===== config.mk =====
export PLATFORM = sky130hd
export DESIGN_NAME = amult_array
export DESIGN_NICKNAME = d
export VERILOG_FILES = /design/src/rtl/amult_pkg.sv /design/src/rtl/amult_fa.sv /design/src/rtl/amult_pp.sv /design/src/rtl/amult_row.sv /design/src/rtl/amult_array.sv
export SDC_FILE = /design/constraint.sdc
export NUM_CORES = 1
export LEC_CHECK = 0
export ABC_AREA = 1
export CORE_AREA = 2 2 39 41
export DETAILED_ROUTE_END_ITERATION = 12
export DIE_AREA = 0 0 41 43
export GPL_ROUTABILITY_DRIVEN = 0
export PLACE_DENSITY = 0.77
export SLEW_MARGIN = 20
export SYNTH_ARGS = -nofsm -noshare
export SYNTH_HDL_FRONTEND = slang
export SYNTH_SLANG_ARGS = --single-unit

===== constraint.sdc =====
create_clock -name vclk -period 7.8
set_clock_uncertainty 0.05 [all_clocks]
set_input_delay 1.56 -clock vclk [all_inputs]
set_output_delay 1.56 -clock vclk [all_outputs]
set_load 0.01 [all_outputs]

===== src/rtl/amult_pkg.sv =====
// Package: amult_pkg
// Shared types for the array multiplier: the multiplicand interpretation mode.
// Assumes nothing beyond a 1-bit mode select at the block edge.
package amult_pkg;

    // How the multiplicand operand is interpreted.
    typedef enum logic {
        MUL_UNSIGNED = 1'b0,
        MUL_SIGNED_M = 1'b1
    } mul_mode_e;

endpackage


===== src/rtl/amult_fa.sv =====
// Module: amult_fa
// One full-adder cell of the multiplier array.
// Assumes single-bit inputs; purely combinational.
module amult_fa (
    input  logic a,
    input  logic b,
    input  logic cin,
    output logic s,
    output logic cout
);

    // Sum and majority carry of the three inputs.
    always_comb begin
        s    = a ^ b ^ cin;
        cout = (a & b) | (a & cin) | (b & cin);
    end

endmodule


===== src/rtl/amult_pp.sv =====
// Module: amult_pp
// Forms one gated multiplicand copy for multiplier bit position J.
// Only the columns at or above J are produced (the columns below are zero
// and are not built). Bits above the multiplicand width are filled with the
// gated sign bit when sign_ext is set, or with zero otherwise.
// Assumes J < PW and WM >= 2.
module amult_pp #(
    parameter int WM = 4,
    parameter int PW = 8,
    parameter int J  = 0
) (
    input  logic [WM-1:0]   mcand,
    input  logic            q_bit,
    input  logic            sign_ext,
    output logic [PW-J-1:0] pp
);

    localparam int OW = PW - J;

    logic ext_bit;

    // Gated sign bit used for every column above the multiplicand.
    assign ext_bit = sign_ext & mcand[WM-1] & q_bit;

    genvar k;
    generate
        for (k = 0; k < OW; k++) begin : g_col
            if (k < WM) begin : g_and
                // AND gate for one multiplicand bit.
                assign pp[k] = mcand[k] & q_bit;
            end else begin : g_ext
                // Sign-extension column.
                assign pp[k] = ext_bit;
            end
        end
    endgenerate

endmodule


===== src/rtl/amult_row.sv =====
// Module: amult_row
// One adder row of the array. It adds a gated multiplicand copy, which
// starts at column LSB, into the running sum from the row above. Columns
// below LSB pass straight through and are final product bits. The carry
// out of the top column is dropped, so the row works modulo 2^PW.
// Assumes 0 <= LSB <= PW-1.
module amult_row #(
    parameter int PW  = 8,
    parameter int LSB = 1
) (
    input  logic [PW-1:0]     acc_in,
    input  logic [PW-LSB-1:0] pp_in,
    output logic [PW-1:0]     acc_out
);

    logic [PW-1:LSB] carry;

    // Rightmost column of the row has no incoming carry.
    assign carry[LSB] = 1'b0;

    genvar c;
    generate
        for (c = 0; c < LSB; c++) begin : g_pass
            // Settled product bits pass through unchanged.
            assign acc_out[c] = acc_in[c];
        end
        for (c = LSB; c < PW - 1; c++) begin : g_cell
            // Full-adder cell for one column of the row.
            amult_fa u_fa (
                .a    (acc_in[c]),
                .b    (pp_in[c-LSB]),
                .cin  (carry[c]),
                .s    (acc_out[c]),
                .cout (carry[c+1])
            );
        end
    endgenerate

    // Top column keeps only the sum; its carry lies beyond the product width.
    assign acc_out[PW-1] = acc_in[PW-1] ^ pp_in[PW-1-LSB] ^ carry[PW-1];

endmodule


===== src/rtl/amult_array.sv =====
// Module: amult_array
// Combinational WM x WQ array multiplier. Row 0 is the gated copy for
// multiplier bit 0. Each later row j adds the copy for bit j, shifted by j,
// into the row above. In signed mode every copy is sign-extended to the
// full product width, so a negative multiplicand gives a correct
// two's-complement product. The multiplier is always unsigned.
// Assumes WM >= 2 and WQ >= 2. No clock, no reset, no state.
module amult_array #(
    parameter int WM = 4,
    parameter int WQ = 4
) (
    input  logic [WM-1:0]    mcand,
    input  logic [WQ-1:0]    mplier,
    input  logic             signed_mode,
    output logic [WM+WQ-1:0] product
);

    import amult_pkg::*;

    localparam int PW = WM + WQ;

    mul_mode_e mode;
    logic      sign_ext;
    logic [PW-1:0] acc [WQ];

    // Decode the mode input into the sign-extension enable.
    always_comb begin
        mode     = mul_mode_e'(signed_mode);
        sign_ext = (mode == MUL_SIGNED_M);
    end

    // Row 0: gated copy for multiplier bit 0 seeds the running sum.
    amult_pp #(.WM(WM), .PW(PW), .J(0)) u_pp0 (
        .mcand    (mcand),
        .q_bit    (mplier[0]),
        .sign_ext (sign_ext),
        .pp       (acc[0])
    );

    genvar j;
    generate
        for (j = 1; j < WQ; j++) begin : g_row
            logic [PW-j-1:0] pp_j;

            // Gated, shifted copy for multiplier bit j.
            amult_pp #(.WM(WM), .PW(PW), .J(j)) u_pp (
                .mcand    (mcand),
                .q_bit    (mplier[j]),
                .sign_ext (sign_ext),
                .pp       (pp_j)
            );

            // Add that copy into the sum from the row above.
            amult_row #(.PW(PW), .LSB(j)) u_row (
                .acc_in  (acc[j-1]),
                .pp_in   (pp_j),
                .acc_out (acc[j])
            );
        end
    endgenerate

    // The last row holds the complete product.
    assign product = acc[WQ-1];

endmodule


After elaboration in Yosys (flattened, before gate mapping)
Cells that the tools add are included.
{"block": "classes", "bitwise": 114}
{"op": "1-bit bitwise AND", "n": 59}
{"op": "1-bit bitwise XOR", "n": 31}
{"op": "1-bit bitwise OR", "n": 24}
{"block": "word_totals", "reg_bits": 0, "in_bits": 9, "out_inout_bits": 8}

Longest topological paths before layout
{"block": "depth", "ltp_word": 22, "mapped_depth": 21, "ltp_nobuf": 21}

By module
From an unflattened synthesis, not the netlist that was laid out.
{"block": "hier_totals", "cells_unflattened": 101, "hier_area_um2": 706.9}
{"mod": "amult_fa", "n_inst": 15, "cells_each": 1, "area_each_um2": 20.0}
{"mod": "amult_pp at u_pp0", "n_inst": 1, "cells_each": 14, "area_each_um2": 72.6}
{"mod": "amult_pp at g_row[1].u_pp", "n_inst": 1, "cells_each": 13, "area_each_um2": 65.1}
{"mod": "amult_row at g_row[3].u_row", "n_inst": 1, "cells_each": 13, "area_each_um2": 61.3}
{"mod": "amult_pp at g_row[2].u_pp", "n_inst": 1, "cells_each": 12, "area_each_um2": 57.6}
{"mod": "amult_row at g_row[2].u_row", "n_inst": 1, "cells_each": 12, "area_each_um2": 53.8}
{"mod": "amult_pp at g_row[3].u_pp", "n_inst": 1, "cells_each": 11, "area_each_um2": 50.0}
{"mod": "amult_row at g_row[1].u_row", "n_inst": 1, "cells_each": 11, "area_each_um2": 46.3}

Worst setup path before layout
OpenSTA, ideal clock, no wires.
{"block": "synth_timing", "path_kind": "input-to-output", "start": "input mplier[0]", "end": "output product[7]", "t_arrival_ns": 5.228, "required_ns": 6.190, "setup_slack_ns": 0.962, "cell_stages": 18, "cell_sequence": "nand2_1 inv_1 ha_1 fa_1 fa_1 fa_1 fa_1 fa_1 fa_1 inv_1 fa_1 inv_1 nand2_1 nand3b_1 nand2_1 nand2_1 nand2_1 inv_1"}
{"block": "synth_between", "elab_chain_cells": 22, "elab_cells_between_ends": 88}
{"element": "start: declaration", "line_no": "amult_array.sv:13", "source": "input logic [WQ-1:0] mplier,"}
{"element": "1-bit bitwise AND", "line_no": "amult_pp.sv:30", "source": "assign pp[k] = mcand[k] & q_bit;"}
{"element": "1-bit bitwise AND (2 in a row)", "line_no": "amult_fa.sv:15", "source": "cout = (a & b) | (a & cin) | (b & cin);"}
{"element": "1-bit bitwise OR (2 in a row)", "line_no": "amult_fa.sv:15"}
{"element": "1-bit bitwise AND", "line_no": "amult_fa.sv:15"}
{"element": "1-bit bitwise OR (2 in a row)", "line_no": "amult_fa.sv:15"}
{"element": "1-bit bitwise AND", "line_no": "amult_fa.sv:15"}
{"element": "1-bit bitwise OR (2 in a row)", "line_no": "amult_fa.sv:15"}
{"element": "1-bit bitwise AND", "line_no": "amult_fa.sv:15"}
{"element": "1-bit bitwise OR (2 in a row)", "line_no": "amult_fa.sv:15"}
{"element": "1-bit bitwise AND", "line_no": "amult_fa.sv:15"}
{"element": "1-bit bitwise OR (2 in a row)", "line_no": "amult_fa.sv:15"}
{"element": "1-bit bitwise XOR (4 in a row)", "line_no": "amult_row.sv:40", "source": "assign acc_out[PW-1] = acc_in[PW-1] ^ pp_in[PW-1-LSB] ^ carry[PW-1];"}
{"element": "1-bit bitwise XOR *", "line_no": "amult_row.sv:40"}
{"element": "end: declaration", "line_no": "amult_array.sv:15", "source": "output logic [WM+WQ-1:0] product"}
Mark *: on every way between the ends. The rest lies on a longest branch, timed or not.

Worst setup path in the final report
{"block": "layout_timing", "start": "input mcand[1]", "end": "output product[7]"}
{"block": "layout_between", "elab_chain_cells": 22, "elab_cells_between_ends": 82}
{"element": "start: declaration", "line_no": "amult_array.sv:12", "source": "input logic [WM-1:0] mcand,"}
{"element": "1-bit bitwise AND", "line_no": "amult_pp.sv:30"}
{"element": "1-bit bitwise AND (2 in a row)", "line_no": "amult_fa.sv:15"}
{"element": "1-bit bitwise OR (2 in a row)", "line_no": "amult_fa.sv:15"}
{"element": "1-bit bitwise AND", "line_no": "amult_fa.sv:15"}
{"element": "1-bit bitwise OR (2 in a row)", "line_no": "amult_fa.sv:15"}
{"element": "1-bit bitwise AND", "line_no": "amult_fa.sv:15"}
{"element": "1-bit bitwise OR (2 in a row)", "line_no": "amult_fa.sv:15"}
{"element": "1-bit bitwise AND", "line_no": "amult_fa.sv:15"}
{"element": "1-bit bitwise OR (2 in a row)", "line_no": "amult_fa.sv:15"}
{"element": "1-bit bitwise AND", "line_no": "amult_fa.sv:15"}
{"element": "1-bit bitwise OR (2 in a row)", "line_no": "amult_fa.sv:15"}
{"element": "1-bit bitwise XOR (4 in a row)", "line_no": "amult_row.sv:40"}
{"element": "1-bit bitwise XOR *", "line_no": "amult_row.sv:40"}
Marked as above.

==> results.rst <==
.. list-table::
   :header-rows: 1

   * - Metric
     - Value
   * - Die Width
     - 41 um
   * - Internal power contribution
     - 39.3 uW
   * - Detailed Place HPWL
     - 1.06 mm
   * - Global Route Usage Sum
     - 15.1%
   * - Max frequency
     - 0.132 GHz
   * - Crit path time final
     - 7.55 ns
   * - Kind of capture point of the worst setup path
     - primary output
   * - Quantity of I/O buffers inserted on ports
     - 17
   * - First-pass GRT wire length
     - 1.92 mm
   * - First-pass iteration count of the detailed router
     - 4
   * - DRC violation count after routing
     - 0
   * - Leading cell type in the layout, fill and taps excluded
     - inv_1
   * - Total setup buffers inserted after CTS
     - 0
   * - Number of top-level pins
     - 17
   * - Max VDD drop
     - 51.1 uV
   * - Number of standard-cell rows in the floorplan
     - 14
   * - Initial standard-cell utilization of the core
     - 43.7%
   * - Fraction of layout instances using a drive strength above 1
     - 13.7%
   * - Antenna-violating nets left
     - 0
   * - Area inside the core boundary
     - 1380 um^2
   * - Worst hold slack
     - 3.90 ns
   * - Final wirelength
     - 1.07 mm
   * - Hold Crit Class
     - input port to primary output
   * - RSZ-0062 raised after global routing
     - false
   * - Combined flip-flop and latch cell area
     - 0 um^2
   * - # Max-Cap Violations
     - 0
   * - Result of the run
     - completed
   * - Part of the total power dissipated in sequential elements
     - 0%
   * - Netlist area before placement
     - 604 um^2
   * - Overall power after layout
     - 73.8 uW
   * - Total Negative Setup Slacks
     - 0 ns
   * - Initial antenna violation count
     - 0
   * - Gate count of the mapped netlist
     - 84
   * - Combinational cell fraction of total power
     - 100.0%
   * - Final Max Tran Viols
     - 0
   * - Total die area
     - 1760 um^2
   * - Num sequential
     - 0
   * - CP required
     - 6.19 ns
   * - Vias
     - 499
   * - Via count of the first global-routing pass
     - 513
   * - Register area share after synthesis
     - 0%
   * - Final global-route overflow total
     - 0
   * - Final design instance area without fill
     - 818 um^2
   * - Hold Fails Final Rpt
     - 0
   * - DR vias/cell
     - 4.23
   * - Start-to-end type of the worst setup path
     - input port to primary output
   * - Setup violations, final
     - 0
   * - Average routed wire per standard cell
     - 9.10 um
   * - Post-DP Area
     - 802 um^2
   * - Clock tree buffer count of the final layout
     - 0
   * - Mapped Avg Cell Area
     - 7.19 um^2
   * - Number of warnings issued by yosys
     - 0
   * - Crit-path max FO
     - 2
   * - Fill cell count
     - 143
   * - Largest net degree at the start of global routing
     - 6
   * - Area Growth Syn to Fin
     - 35.4%
   * - Switching share of total power
     - 46.7%
   * - Post-Syn Nets
     - 110
   * - Fraction of power consumed by the clock network
     - 0%
   * - Sw Pwr
     - 34.4 uW
   * - Arrival time at the worst endpoint
     - 5.94 ns
   * - Count of unique library cells instantiated by Yosys
     - 9
   * - Ratio of total power to cell area
     - 90.2 nW/um^2
   * - Detailed router's first-iteration violation count
     - 3
   * - Worst rel slew slack
     - 86.9%
   * - Nets@finish
     - 130
   * - Worst-margin pin slew
     - 0.195 ns
   * - Die height
     - 43 um
   * - Final worst-path cycle share
     - 96.8%
   * - Most frequent cells in the layout
     - inv_1, nand2_1, clkdlybuf4s50_1
   * - Startpoint type of the worst setup path
     - input port
   * - Leak Pwr
     - 0.000490 uW
   * - Ant. Diodes
     - 0
-- metal layers --
metal | routed length (um) | up-vias | global-route usage (%)
met5 | 0 | - | 0
met4 | 0 | 0 | 0
met3 | 25 | 0 | 0
met2 | 660 | 6 | 31.3
met1 | 388 | 237 | 16.3
li1 | - | 256 | -
-- worst paths after layout --
check                     start    endpoint  cells past startpoint
worst min-delay path  mplier[0]  product[0]                      5
worst max-delay path   mcand[1]  product[7]                     23
-- critical path: stages --
cell             delay, ns
clkdlybuf4s50_1       0.43
nand2_1               0.07
inv_1                 0.04
ha_1                  0.22
fa_2                  0.36
fa_1                  0.39
inv_1                 0.07
fa_1                  0.18
inv_1                 0.06
fa_1                  0.48
fa_1                  0.45
fa_1                  0.48
inv_1                 0.06
fa_2                  0.39
inv_1                 0.06
nand2_1               0.06
nand2_1               0.06
nand2_1               0.06
nand2_1               0.06
nand2_1               0.05
nand2_1               0.05
inv_1                 0.03
dlygate4sd2_1         0.27
-- power groups by stage --
| stage | clock network [uW] | logic (uW) | registers [uW] |
|---|---|---|---|
| after floorplan | 0 | 50.9 | 0 |
| after global placement | 0 | 71.9 | 0 |
| after detailed placement | 0 | 74.3 | 0 |
| after CTS | 0 | 73.6 | 0 |
| after global routing | 0 | 85.0 | 0 |
| final | 0 | 73.8 | 0 |
-- cells in the mapped netlist --
cell / count / area share (%)
inv_1: 30 / 19
nand2_1: 24 / 15
fa_1: 14 / 46
buf_4: 6 / 7.5
ha_1: 3 / 6.2
nor2_1: 3 / 1.9
nand3_1: 2 / 1.7
nand3_2: 1 / 1.7
nand3b_1: 1 / 1.2
-- through the flow --
step | util, % | worst slack (ns) | cells
after floorplan | - | 0.962 | 84
after global placement | 58.0 | -0.117 | 118
after detailed placement | 58.0 | -0.236 | 118
after CTS | 58.0 | 0.0648 | 118
after global routing | 59.1 | 0.00190 | 118
final | 59.1 | 0.251 | 118
-- layout make-up --
cell class                      instances  area [um^2]  area share, %
Inverter                               30          113           13.8
Multi-Input combinational cell         48          462           56.4
Tap cell                               16         20.0           2.45
Timing Repair Buffer                   24          224           27.4
-- logic make-up after synthesis --
group	count (synthesis)	share of synthesized area [%]
buffers and inverters	36	26.1
AND/OR/NAND/NOR	31	21.3
adder cells (fa/ha/maj)	17	52.6
-- repair_timing --
item,4_1_cts,5_1_grt
endpoints found under the setup margin,1,2
gates resized for setup,2,6
hold buffers,0,0
pin swaps,0,1
Power figures use the tool's default switching activity.
